<file path="config.mk">
export PLATFORM = sky130hd
export DESIGN_NAME = core_timer_intc
export DESIGN_NICKNAME = d
export VERILOG_FILES = /design/src/rtl/ctim_pkg.sv /design/src/rtl/ctim_decode.sv /design/src/rtl/ctim_timebase.sv /design/src/rtl/ctim_hart_slot.sv /design/src/rtl/core_timer_intc.sv
export SDC_FILE = /design/constraint.sdc
export NUM_CORES = 1
export LEC_CHECK = 0
export ABC_AREA = 1
export BUFFER_PORTS_ARGS = -buffer_cell sky130_fd_sc_hd__buf_2
export CAP_MARGIN = 20
export CORE_ASPECT_RATIO = 0.8
export CORE_MARGIN = 3
export CORE_UTILIZATION = 39
export CTS_CLUSTER_DIAMETER = 80
export DETAILED_ROUTE_END_ITERATION = 12
export MAX_ROUTING_LAYER = met4
export SLEW_MARGIN = 40
export SYNTH_ARGS = -nofsm -noshare
export SYNTH_HDL_FRONTEND = slang
export SYNTH_SLANG_ARGS = --single-unit
</file>
<file path="constraint.sdc">
create_clock -name clk -period 4.1 [get_ports clk]
set_input_delay 0.205 -clock clk [delete_from_list [all_inputs] [get_ports clk]]
set_output_delay 0.205 -clock clk [all_outputs]
set_load 0.005 [all_outputs]
</file>
<file path="src/rtl/ctim_pkg.sv">
// ctim_pkg: types and constants shared by the core-local timer interruptor.
// Assumes: the time counter and compare registers are 64 bits and the
// register port is 32 bits wide.
package ctim_pkg;

    localparam int TIME_W = 64;
    localparam int WORD_W = 32;

    // Register region picked by the address decoder.
    typedef enum logic [2:0] {
        RGN_NONE    = 3'd0,
        RGN_SWI     = 3'd1,
        RGN_CMP_LO  = 3'd2,
        RGN_CMP_HI  = 3'd3,
        RGN_TIME_LO = 3'd4,
        RGN_TIME_HI = 3'd5
    } region_e;

endpackage

</file>
<file path="src/rtl/ctim_decode.sv">
// ctim_decode: turns a byte address into a register region and a hart index.
// Assumes: the three regions do not overlap. Where they do, the
// software-interrupt region wins over the compare region, which wins over
// the time words. Misaligned slot offsets decode to RGN_NONE.
module ctim_decode #(
    parameter int ADDR_W    = 16,
    parameter int HARTS     = 4,
    parameter int SWI_BASE  = 'h0000,
    parameter int CMP_BASE  = 'h4000,
    parameter int TIME_BASE = 'hBFF8,
    localparam int HIDX_W   = (HARTS > 1) ? $clog2(HARTS) : 1
) (
    input  logic [ADDR_W-1:0]  addr,
    output ctim_pkg::region_e  region,
    output logic [HIDX_W-1:0]  hart
);
    import ctim_pkg::*;

    localparam logic [ADDR_W-1:0] SWI_B    = ADDR_W'(SWI_BASE);
    localparam logic [ADDR_W-1:0] CMP_B    = ADDR_W'(CMP_BASE);
    localparam logic [ADDR_W-1:0] TIME_B   = ADDR_W'(TIME_BASE);
    localparam logic [ADDR_W-1:0] TIME_B4  = ADDR_W'(TIME_BASE + 4);
    localparam logic [ADDR_W-1:0] SWI_SPAN = ADDR_W'(4 * HARTS);
    localparam logic [ADDR_W-1:0] CMP_SPAN = ADDR_W'(8 * HARTS);

    logic [ADDR_W-1:0] swi_off;
    logic [ADDR_W-1:0] cmp_off;
    logic              swi_hit;
    logic              cmp_hit;

    // Offsets from each region base and the range tests.
    always_comb begin
        swi_off = addr - SWI_B;
        cmp_off = addr - CMP_B;
        swi_hit = (addr >= SWI_B) && (swi_off < SWI_SPAN);
        cmp_hit = (addr >= CMP_B) && (cmp_off < CMP_SPAN);
    end

    // Region selection with alignment rules and hart index extraction.
    always_comb begin
        region = RGN_NONE;
        hart   = '0;
        if (swi_hit) begin
            hart = swi_off[HIDX_W+1:2];
            if (swi_off[1:0] == 2'b00) region = RGN_SWI;
        end else if (cmp_hit) begin
            hart = cmp_off[HIDX_W+2:3];
            if (cmp_off[2:0] == 3'd0)      region = RGN_CMP_LO;
            else if (cmp_off[2:0] == 3'd4) region = RGN_CMP_HI;
        end else if (addr == TIME_B) begin
            region = RGN_TIME_LO;
        end else if (addr == TIME_B4) begin
            region = RGN_TIME_HI;
        end
    end

endmodule

</file>
<file path="src/rtl/ctim_timebase.sv">
// ctim_timebase: the shared free-running 64-bit time counter.
// Assumes: tick_en is already synchronous to clk. There is no write path,
// so software can only read the counter.
module ctim_timebase (
    input  logic                          clk,
    input  logic                          rst_n,
    input  logic                          tick_en,
    output logic [ctim_pkg::TIME_W-1:0]   now
);
    import ctim_pkg::*;

    logic [TIME_W-1:0] now_q;

    // Count one step per enabled tick; clear on reset.
    always_ff @(posedge clk) begin
        if (!rst_n)       now_q <= '0;
        else if (tick_en) now_q <= now_q + TIME_W'(1);
    end

    assign now = now_q;

    AST_TIME_STEP: assert property (@(posedge clk) disable iff (!rst_n)
        tick_en |=> now == $past(now) + TIME_W'(1));
    AST_TIME_HOLD: assert property (@(posedge clk) disable iff (!rst_n)
        !tick_en |=> $stable(now));

endmodule

</file>
<file path="src/rtl/ctim_hart_slot.sv">
// ctim_hart_slot: the per-hart state, which is the software-interrupt flag,
// the 64-bit compare register and the registered timer-interrupt line.
// Assumes: at most one of the three write strobes is high in any cycle, as
// guaranteed by the decoder.
module ctim_hart_slot (
    input  logic                          clk,
    input  logic                          rst_n,
    input  logic                          swi_wr,
    input  logic                          cmp_lo_wr,
    input  logic                          cmp_hi_wr,
    input  logic [ctim_pkg::WORD_W-1:0]   wdata,
    input  logic [ctim_pkg::TIME_W-1:0]   now,
    output logic                          swi_o,
    output logic                          tmr_o,
    output logic [ctim_pkg::TIME_W-1:0]   cmp_o
);
    import ctim_pkg::*;

    logic              swi_q;
    logic [TIME_W-1:0] cmp_q;
    logic [TIME_W-1:0] cmp_d;
    logic              tmr_q;
    logic              due;

    // Software-interrupt flag follows bit 0 of each write to its word.
    always_ff @(posedge clk) begin
        if (!rst_n)      swi_q <= 1'b0;
        else if (swi_wr) swi_q <= wdata[0];
    end

    // Merge the written half with the half that is kept.
    always_comb begin
        cmp_d = cmp_q;
        if (cmp_lo_wr) cmp_d[WORD_W-1:0]      = wdata;
        if (cmp_hi_wr) cmp_d[TIME_W-1:WORD_W] = wdata;
    end

    // Compare register storage.
    always_ff @(posedge clk) begin
        if (!rst_n) cmp_q <= '0;
        else        cmp_q <= cmp_d;
    end

    // Unsigned "deadline reached" test against the current time.
    assign due = (cmp_q <= now);

    // Register the comparison so the interrupt line is glitch-free.
    always_ff @(posedge clk) begin
        if (!rst_n) tmr_q <= 1'b0;
        else        tmr_q <= due;
    end

    assign swi_o = swi_q;
    assign tmr_o = tmr_q;
    assign cmp_o = cmp_q;

    AST_SWI_FOLLOWS_WRITE: assert property (@(posedge clk) disable iff (!rst_n)
        swi_wr |=> swi_o == $past(wdata[0]));
    AST_LO_KEEPS_HI: assert property (@(posedge clk) disable iff (!rst_n)
        (cmp_lo_wr && !cmp_hi_wr) |=> cmp_o[63:32] == $past(cmp_o[63:32]));
    AST_HI_KEEPS_LO: assert property (@(posedge clk) disable iff (!rst_n)
        (cmp_hi_wr && !cmp_lo_wr) |=> cmp_o[31:0] == $past(cmp_o[31:0]));
    AST_CMP_IDLE_STABLE: assert property (@(posedge clk) disable iff (!rst_n)
        (!cmp_lo_wr && !cmp_hi_wr) |=> $stable(cmp_o));
    AST_TMR_RISE_CAUSE: assert property (@(posedge clk) disable iff (!rst_n)
        $rose(tmr_o) |-> $past(cmp_o <= now));
    AST_TMR_FALL_CAUSE: assert property (@(posedge clk) disable iff (!rst_n)
        $fell(tmr_o) |-> $past(cmp_o > now));

endmodule

</file>
<file path="src/rtl/core_timer_intc.sv">
// core_timer_intc: top of the core-local timer interruptor. It decodes the
// 32-bit register port, routes writes to the per-hart slots and returns
// registered read data from the slots and the time counter.
// Assumes: one request per cycle, with no back-pressure and no error
// response. Region bases are byte offsets inside an ADDR_W-bit space.
module core_timer_intc #(
    parameter int ADDR_W    = 16,
    parameter int HARTS     = 4,
    parameter int SWI_BASE  = 'h0000,
    parameter int CMP_BASE  = 'h4000,
    parameter int TIME_BASE = 'hBFF8
) (
    input  logic              clk,
    input  logic              rst_n,
    input  logic              tick_en,
    input  logic              bus_en,
    input  logic              bus_we,
    input  logic [ADDR_W-1:0] bus_addr,
    input  logic [31:0]       bus_wdata,
    output logic [31:0]       bus_rdata,
    output logic [HARTS-1:0]  swi_o,
    output logic [HARTS-1:0]  tmr_o
);
    import ctim_pkg::*;

    localparam int HIDX_W = (HARTS > 1) ? $clog2(HARTS) : 1;

    region_e            region;
    logic [HIDX_W-1:0]  hidx;
    logic [TIME_W-1:0]  now;
    logic [TIME_W-1:0]  cmp_all [HARTS];
    logic [WORD_W-1:0]  rd_mux;
    logic [WORD_W-1:0]  rdata_q;
    logic               wr_req;
    logic               rd_req;

    assign wr_req = bus_en && bus_we;
    assign rd_req = bus_en && !bus_we;

    ctim_decode #(
        .ADDR_W(ADDR_W), .HARTS(HARTS), .SWI_BASE(SWI_BASE),
        .CMP_BASE(CMP_BASE), .TIME_BASE(TIME_BASE)
    ) u_decode (
        .addr(bus_addr), .region(region), .hart(hidx)
    );

    ctim_timebase u_timebase (
        .clk(clk), .rst_n(rst_n), .tick_en(tick_en), .now(now)
    );

    // One slot per hart, each with write strobes qualified by its index.
    for (genvar h = 0; h < HARTS; h++) begin : g_slot
        logic sel;
        assign sel = wr_req && (hidx == HIDX_W'(h));
        ctim_hart_slot u_slot (
            .clk(clk), .rst_n(rst_n),
            .swi_wr(sel && (region == RGN_SWI)),
            .cmp_lo_wr(sel && (region == RGN_CMP_LO)),
            .cmp_hi_wr(sel && (region == RGN_CMP_HI)),
            .wdata(bus_wdata), .now(now),
            .swi_o(swi_o[h]), .tmr_o(tmr_o[h]), .cmp_o(cmp_all[h])
        );
    end

    // Read multiplexer; unmatched regions read as zero.
    always_comb begin
        rd_mux = '0;
        case (region)
            RGN_SWI:     rd_mux = {31'd0, swi_o[hidx]};
            RGN_CMP_LO:  rd_mux = cmp_all[hidx][WORD_W-1:0];
            RGN_CMP_HI:  rd_mux = cmp_all[hidx][TIME_W-1:WORD_W];
            RGN_TIME_LO: rd_mux = now[WORD_W-1:0];
            RGN_TIME_HI: rd_mux = now[TIME_W-1:WORD_W];
            default:     rd_mux = '0;
        endcase
    end

    // Capture read data one cycle after the request; hold otherwise.
    always_ff @(posedge clk) begin
        if (!rst_n)      rdata_q <= '0;
        else if (rd_req) rdata_q <= rd_mux;
    end

    assign bus_rdata = rdata_q;

    AST_UNMAPPED_READ_ZERO: assert property (@(posedge clk) disable iff (!rst_n)
        (rd_req && region == RGN_NONE) |=> bus_rdata == 32'd0);
    AST_RDATA_HOLD: assert property (@(posedge clk) disable iff (!rst_n)
        !rd_req |=> $stable(bus_rdata));
    AST_SWI_READ_ONE_BIT: assert property (@(posedge clk) disable iff (!rst_n)
        (rd_req && region == RGN_SWI) |=> bus_rdata[31:1] == 31'd0);
    AST_TIME_READ_LO: assert property (@(posedge clk) disable iff (!rst_n)
        (rd_req && region == RGN_TIME_LO) |=> bus_rdata == $past(now[31:0]));

endmodule

</file>
==> impl_metrics.sql, run 1 <==
INSERT INTO impl_metrics (metric_group, metric, value, unit) VALUES
('sta', 'hold_viol', '0', ''),
('clock_network', 'cts_root_buffer', 'clkbuf_16', ''),
('synthesis', 'parity_gate_share_of_the_synthesized_area_counting_xor_and_xnor_cells', '0.00427', ''),
('finish', 'layout.cells.most_common_list', 'nand2_1 (546), a21oi_1 (385), dfxtp_1 (360), inv_1 (352), nand3_1 (305)', ''),
('finish', 'area_growth_syn_to_layout', '12.6', '%'),
('placed_design', 'io_buffer_count', '92', ''),
('critical_path', 'worst_path_dominant_cell_family', 'simple AND/OR/NAND/NOR gates', ''),
('route', 'avgViaCountPerCell', '5.57', ''),
('global_route', 'via_count_of_the_first_global_routing_pass', '20400', ''),
('power_and_ir_drop', 'power.static_leakage', '10.1', 'nW'),
('finish', 'finish.cell_count_without_fillers', '4085', ''),
('power_and_ir_drop', 'irDropWorstVdd', '253', 'uV'),
('critical_path', 'crit_chain', 'ha_1 -> inv_1 -> nor3_1 -> nand2_1 -> nor2_1 -> nand2_1 -> nor4_2 -> nand4_1 -> o21ai_0 -> a21oi_1', ''),
('power_and_ir_drop', 'internal_power', '6.03', 'mW'),
('synthesis', 'synthesis.yosys.warnings', '0', ''),
('clock_network', 'cts_tree', 'done', ''),
('critical_path', 'cp-end-kind', 'register', ''),
('clock_network', 'clk-insertion-delay-late', '0.59', 'ns'),
('finish', 'final_layout_size_suffix_gt1_frac', '0.0668', ''),
('synthesis', 'ys.flop_type', 'dfxtp_1', ''),
('critical_path', 'worstSetupStartpointType', 'register', ''),
('placed_design', 'placed_cells', '3985', ''),
('placed_design', 'finalWeightedCongestion', '0.983', ''),
('sta', 'finalCriticalPeriod', '3.15', 'ns'),
('floorplan', 'design.core.area', '0.0570', 'sq mm'),
('critical_path', 'crit_path_frequent_cell', 'nand2_1', ''),
('hold_path', 'holdCritPathClass', 'input pin to register', ''),
('sta', 'tns', '0', 'ns'),
('synthesis', 'area_fraction_in_compound_gates_after_synthesis', '0.196', ''),
('sta', 'timing.clock.skew', '0.0229', 'ns'),
('sta', 'final.setup.worst_slack', '0.954', 'ns'),
('route', 'first_drt_iteration_drcs', '2578', ''),
('floorplan', 'num_io_pins', '93', ''),
('run_status', 'status', 'completed', ''),
('flow_run', 'cap_violations', '0', ''),
('floorplan', 'die-height', '221', 'um'),
('hold_path', 'hold_path_depth', '3', ''),
('placed_design', 'pre_cts_slack', '0.738', 'ns'),
('power_and_ir_drop', 'power.density', '309', 'mW/mm^2'),
('synthesis', 'post_synth_num_cell_types', '41', ''),
('route', 'postRouteAntennaNets', '0', ''),
('floorplan', 'die_width', '275', 'um'),
('synthesis', 'synth_area_leader_cell', 'dfxtp_1', ''),
('synthesis', 'synth_top_family_by_area', 'simple AND/OR/NAND/NOR gates', ''),
('clock_network', 'post-cts-setup-buffer-count', '0', ''),
('power_and_ir_drop', 'part_of_the_total_power_dissipated_in_the_clock_network', '0.511', ''),
('power_and_ir_drop', 'net-switching-power', '1.82', 'mW'),
('route', 'detail_route.wl_per_cell', '20.9', 'um'),
('sta', 'slew_headroom', '0.427', ''),
('critical_path', 'cp_data_arrival_time', '3.61', 'ns'),
('global_route', 'pin_count_of_the_biggest_net_entering_global_routing', '119', ''),
('finish', 'fillers', '5897', ''),
('power_and_ir_drop', 'sequentialPowerShare', '0.447', ''),
('sta', 'final-setup-viol-count', '0', ''),
('clock_network', 'postCtsHoldBufs', '26', ''),
('synthesis', 'syn_area', '0.0226', 'sq mm'),
('critical_path', 'worstPathMaxFanout', '8', ''),
('synthesis', 'syn-num-nets', '3577', ''),
('clock_network', 'ctsHtreeMaxLevel', '2', ''),
('critical_path', 'cp_slowest_cell', 'nor4_2', ''),
('synthesis', 'post_synth.cell_area_avg', '6.91', 'sq um'),
('synthesis', 'netlist.area_leader.share', '0.319', ''),
('power_and_ir_drop', 'swShare', '0.232', ''),
('sta', 'grt_setup_unrepaired', 'no', ''),
('synthesis', 'asyncSetResetFlopFracSynth', '0', ''),
('floorplan', 'initial_core_util', '0.396', ''),
('global_route', 'antenna_found_initial', '3', ''),
('placed_design', 'dp.final_hpwl', '59.6', 'mm'),
('synthesis', 'yosys.area_share.adder', '0.143', ''),
('route', 'detailed_routing_iteration_count_for_the_pre_antenna_repair_pass', '7', ''),
('synthesis', 'synthTopCellsByArea', 'dfxtp_1 (32%), ha_1 (14%), nand2_1 (9.2%)', '');
-- stage by stage --
step,power [mW],hold WS (ns)
2_1_floorplan,3.73,0.354
3_3_place_gp,3.89,0.454
3_5_place_dp,3.89,0.453
4_1_cts,7.89,0.000666
5_1_grt,8.04,0.0239
6_report,7.85,0.0255
-- power groups by stage --
stage          Sequential, mW  Clock [mW]  Combinational, mW
4_1_cts                  3.51        4.06              0.324
3_5_place_dp             3.58           0              0.302
3_3_place_gp             3.58           0              0.301
6_report                 3.51        4.01              0.330
2_1_floorplan            3.58           0              0.148
5_1_grt                  3.51        4.18              0.356
-- tightest hold or removal path, cell delays in order --
cell	delay, ns
buf_2	0.18
nor2_1	0.12
a211oi_1	0.05
-- per-layer routing --
metal  global-route usage  vias up  share of wire
met4               0.0858        0          0.029
met1                0.423    10500           0.48
met5                    -        -              0
li1                     -    11200              -
met3               0.0399      110          0.086
met2                0.387      902           0.41
-- flip-flops by register name, summed over array words and instances, names as in the netlist --
name / count
g_slot.u_slot.tmr_o: 4
g_slot.u_slot.swi_o: 4
g_slot.u_slot.cmp_o: 256
bus_rdata: 32
u_timebase.now: 64
-- synth_stat cells (2+ instances only) --
cell	count
o21ai_0	296
o21a_1	17
dfxtp_1	360
a31oi_1	5
o211ai_1	8
nor4_1	22
nand2_1	551
o22ai_1	32
a21boi_0	2
a21oi_1	385
nand2_2	2
buf_1	10
inv_2	7
xor2_1	11
nor2_1	278
buf_2	19
nor2_2	2
nand4_1	45
clkbuf_1	127
buf_4	13
nand3b_1	3
inv_1	354
a211oi_1	67
nor3_1	69
o21bai_1	2
ha_1	257
o221ai_1	5
nand3_1	305
-- cell type report --
cell class	instances	area, sq um	share of cell area
Timing Repair Buffer	153	1060	0.0417
Tap cell	760	951	0.0374
Antenna cell	1	2.50	0.0000985
Clock buffer	69	1400	0.0550
Multi-Input combinational cell	2377	13300	0.526
Clock inverter	4	70.1	0.00276
Inverter	361	1360	0.0537
Sequential cell	360	7210	0.284
-- cell families after synthesis --
family / after synthesis
xor gates and xnor gates: 11
DFF: 360
and+or+nand+nor: 1287
AOI/OAI and AO/OA: 822
buffers and inverters: 530
adders and majority gates: 257
-- final timing paths --
kind / start / endpoint / slack [ns]
setup / recovery: u_timebase.now[0]$_SDFFE_PN0P_ / u_timebase.now[48]$_SDFFE_PN0P_ / 0.95
hold / removal: bus_wdata[29] / g_slot[3].u_slot.cmp_o[61]$_SDFFE_PN0P_ / 0.03
setup reg to reg: u_timebase.now[0]$_SDFFE_PN0P_ / u_timebase.now[48]$_SDFFE_PN0P_ / 0.95
hold reg to reg: bus_rdata[30]$_SDFFE_PN0P_ / bus_rdata[30]$_SDFFE_PN0P_ / 0.46
(Power assumes the default switching activity.)
==> run 2, diff against run 1 <==
Settings changed: ABC_AREA 1 to 0.
Clock period 4.1 ns to 2.9 ns, I/O delays scaled along.
==> run 2 against run 1 <==
  * Hold slack gained 0.0038 ns
  * Fmax grew 8.6%
  * Die area shrank 4.9%
  * Power grew 42%
  * Clock-buffer cell count shrank 10
  * Final cell count shrank 14%
  * Critical path depth shrank 3
  * Sequential cell count is the same
  * Synthesized cell count shrank 18%
  * Critical path type unchanged
  * Critical endpoint is now g_slot[0].u_slot.tmr_o$_SDFF_PN0_
==> impl_metrics.sql, run 2 <==
INSERT INTO impl_metrics (metric_group, metric, value, unit) VALUES
('clock_network', 'clk_transition_reported_paths', '0.06', 'ns'),
('synthesis', 'ys.flop_type', 'dfxtp_1', ''),
('synthesis', 'syn-num-nets', '3002', ''),
('clock_network', 'cts_buffer_depth', '3', ''),
('synthesis', 'syn_inst', '2692', ''),
('critical_path', 'cp_data_arrival_time', '3.35', 'ns'),
('finish', 'finish.cell_count_without_fillers', '3527', ''),
('synthesis', 'synth.yosys.seq_area_share', '0.336', ''),
('clock_network', 'ctsHtreeMaxLevel', '2', ''),
('floorplan', 'initial_core_util', '0.396', ''),
('global_route', 'grt_pass1_wl', '136', 'mm'),
('critical_path', 'cp-end-kind', 'register', ''),
('route', 'detail_route.wl_per_cell', '26.2', 'um'),
('global_route', 'pin_count_of_the_biggest_net_entering_global_routing', '103', ''),
('finish', 'final_nets', '3102', ''),
('sta', 'hold_viol', '0', ''),
('global_route', 'via_count_of_the_first_global_routing_pass', '20400', ''),
('finish', 'final_design_instance_area_without_fill', '0.0249', 'sq mm'),
('finish', 'area_growth_syn_to_layout', '16.1', '%'),
('route', 'detailed_routing_iteration_count_for_the_pre_antenna_repair_pass', '6', ''),
('finish', 'largest_reg_flops', '256', ''),
('floorplan', 'design.core.area', '0.0541', 'sq mm'),
('placed_design', 'place_area', '0.0231', 'sq mm'),
('run_status', 'status', 'completed', ''),
('placed_design', 'io_buffer_count', '92', ''),
('clock_network', 'tritoncts_num_sinks', '360', ''),
('synthesis', 'synthTopCellsByArea', 'dfxtp_1 (34%), ha_1 (15%), nand2_1 (10%)', ''),
('critical_path', 'critical-path-max-stage-delay', '0.67', 'ns'),
('clock_network', 'clk-insertion-delay-late', '0.59', 'ns'),
('global_route', 'grt_remaining_overflow', '0', ''),
('floorplan', 'std_cell_rows', '76', ''),
('critical_path', 'ff2ff_setup_slack', '0.003', 'ns'),
('hold_path', 'hold-path-endpoint', 'u_timebase.now[0]$_SDFFE_PN0P_', ''),
('floorplan', 'die_width', '268', 'um'),
('finish', 'final_layout_size_suffix_gt1_frac', '0.109', ''),
('synthesis', 'post_synth_num_cell_types', '64', ''),
('finish', 'final_core_util', '0.460', ''),
('placed_design', 'finalWeightedCongestion', '1.03', ''),
('critical_path', 'rr_startpoint', 'u_timebase.now[46]$_SDFFE_PN0P_', ''),
('power_and_ir_drop', 'irDropWorstVdd', '383', 'uV'),
('sta', 'final-setup-viol-count', '0', ''),
('floorplan', 'floorplan.die_area', '0.0578', 'sq mm'),
('route', 'first_drt_iteration_drcs', '2592', ''),
('hold_path', 'holdCritPathClass', 'input pin to register', ''),
('critical_path', 'worst-setup-path-type', 'register to register', ''),
('sta', 'slew_violations', '0', ''),
('clock_network', 'cts_tree', 'done', ''),
('finish', 'layout.cells.most_common_list', 'nand2_1 (590), a21oi_1 (361), dfxtp_1 (359), ha_1 (257), nor2_1 (126)', ''),
('synthesis', 'post_synth.cell_area_avg', '7.96', 'sq um'),
('clock_network', 'cts_buf_count', '41', ''),
('placed_design', 'pre_cts_slack', '-0.0795', 'ns'),
('synthesis', 'synth_area_leader_cell', 'dfxtp_1', ''),
('critical_path', 'timing.reg2reg.worst_path_depth', '7', ''),
('route', 'avgViaCountPerCell', '6.08', ''),
('route', 'postRouteAntennaNets', '0', ''),
('synthesis', 'asyncSetResetFlopFracSynth', '0', ''),
('floorplan', 'num_io_pins', '93', ''),
('sta', 'timing.clock.skew', '0.0203', 'ns'),
('synthesis', 'synth_most_common_cell', 'nand2_1', ''),
('sta', 'max_slew.worst_pin.slew', '0.859', 'ns'),
('floorplan', 'die-height', '216', 'um'),
('placed_design', 'placed_cells', '3416', ''),
('power_and_ir_drop', 'power_total', '11.1', 'mW'),
('synthesis', 'synthesis.yosys.warnings', '0', ''),
('finish', 'layout.cells.most_common', 'nand2_1', ''),
('sta', 'grt_setup_unrepaired', 'no', ''),
('clock_network', 'cts_root_buffer', 'clkbuf_16', ''),
('sta', 'hold_slack', '0.0293', 'ns'),
('critical_path', 'cp_data_required_time', '3.36', 'ns'),
('route', 'via_count', '21500', ''),
('route', 'post-route-drc-count', '0', ''),
('hold_path', 'hold_path_depth', '3', ''),
('global_route', 'total_routing_usage_reported_by_global_routing', '0.323', ''),
('placed_design', 'dp.final_hpwl', '68.6', 'mm'),
('critical_path', 'rr_endpoint', 'g_slot[0].u_slot.tmr_o$_SDFF_PN0_', ''),
('global_route', 'antenna_found_initial', '3', ''),
('sta', 'fin_crit_sh', '0.999', ''),
('critical_path', 'bufs_and_invs_on_worst_path', '1', ''),
('power_and_ir_drop', 'power.density', '448', 'mW/mm^2'),
('sta', 'final.setup.worst_slack', '0.00258', 'ns'),
('synthesis', 'ys_top_cells_by_count', 'nand2_1 (591), a21oi_1 (361), dfxtp_1 (360)', ''),
('hold_path', 'worstHoldStart', 'rst_n', ''),
('synthesis', 'syn_area', '0.0214', 'sq mm'),
('critical_path', 'cp_slowest_cell', 'nor4_1', ''),
('critical_path', 'worstSetupStartpointType', 'register', ''),
('synthesis', 'synth.ff_latch_count', '360', ''),
('synthesis', 'netlist.area_leader.share', '0.336', ''),
('finish', 'largest_register', 'g_slot.u_slot.cmp_o', ''),
('sta', 'finalCriticalPeriod', '2.90', 'ns'),
('sta', 'slew_headroom', '0.427', ''),
('power_and_ir_drop', 'power.static_leakage', '9.90', 'nW'),
('critical_path', 'worst_path_dominant_cell_family', 'simple AND/OR/NAND/NOR gates', ''),
('route', 'wl', '92.3', 'mm'),
('critical_path', 'crit_chain', 'inv_1 -> ha_1 -> nand4_1 -> nor4_1 -> nand3_1 -> a21oi_1 -> o22ai_4', ''),
('flow_run', 'cap_violations', '0', ''),
('sta', 'clock.fmax', '345', 'MHz'),
('synthesis', 'synth-edff-count', '0', ''),
('critical_path', 'worstPathMaxFanout', '6', ''),
('sta', 'tns', '0', 'ns');
-- run 2: changes by cell type after synthesis, sizes merged, moves of 55 or more --
cell / previous run / this run
o21ai: 297 / 95
nand3: 306 / 42
a22oi: 0 / 64
a21o: 0 / 55
inv: 361 / 81
mux2i: 0 / 68
nor2: 281 / 128
-- run 2: worst register-to-register path, cell delays in order, from the launching register on --
cell and delay, ns:
dfxtp_1 0.41, inv_1 0.21, ha_1 0.37, nand4_1 0.27, nor4_1 0.67, nand3_1 0.37
a21oi_1 0.32, o22ai_4 0.14
-- run 2: logic make-up after synthesis --
family,share of synthesized area
XOR/XNOR,0.0208
AND/OR/NAND/NOR,0.198
flip-flops,0.336
multiplexers,0.0318
adder cells (fa/ha/maj),0.150
buffers and inverters,0.0559
AO/OA/AOI/OAI,0.208
-- run 2: how the worst max path moves through the flow --
stage | startpoint | end | slack (ns) | cells after the start
6_report | u_timebase.now[46]$_SDFFE_PN0P_ | g_slot[0].u_slot.tmr_o$_SDFF_PN0_ | 0.003 | 7
5_1_grt | u_timebase.now[29]$_SDFFE_PN0P_ | g_slot[0].u_slot.tmr_o$_SDFF_PN0_ | 0.02 | 10
4_1_cts | u_timebase.now[35]$_SDFFE_PN0P_ | g_slot[0].u_slot.tmr_o$_SDFF_PN0_ | 0.07 | 9
3_5_place_dp | u_timebase.now[31]$_SDFFE_PN0P_ | g_slot[0].u_slot.tmr_o$_SDFF_PN0_ | -0.08 | 9
3_3_place_gp | u_timebase.now[3]$_SDFFE_PN0P_ | g_slot[2].u_slot.tmr_o$_SDFF_PN0_ | -0.16 | 10
2_1_floorplan | u_timebase.now[29]$_SDFFE_PN0P_ | g_slot[2].u_slot.tmr_o$_SDFF_PN0_ | 0.59 | 8
-- run 2: cell type report --
type                       count  area [sq um]
antenna                        3          7.51
clock buffer                  59          1240
clock inverter                14           201
fill                        5229         29200
inverter                      81           312
multi-input combinational   2062         13100
sequential                   360          7210
tap                          702           878
timing repair buffer         246          1900
-- run 2: timing repair --
action	in CTS	in global routing
gates cloned	0	0
pin swaps	1	3
setup endpoints to repair	1	2
gates resized for setup	0	11
hold buffers	33	0
buffers inserted	2	0
endpoints found under the hold margin	257	0
-- run 2: routing by layer --
layer | vias up | part of all wire | global-route usage
li1 | 9809 | - | -
met1 | 10300 | 0.44 | 0.455
met2 | 1139 | 0.42 | 0.459
met3 | 189 | 0.10 | 0.0649
met4 | 0 | 0.037 | 0.108
met5 | - | 0 | -
-- run 2: power by group --
part           leakage [nW]  internal [mW]  switching, mW
registers              2.90           4.96         0.0170
logic                  6.29          0.145          0.337
clock network         0.712           3.40           2.29
total                  9.90           8.50           2.64
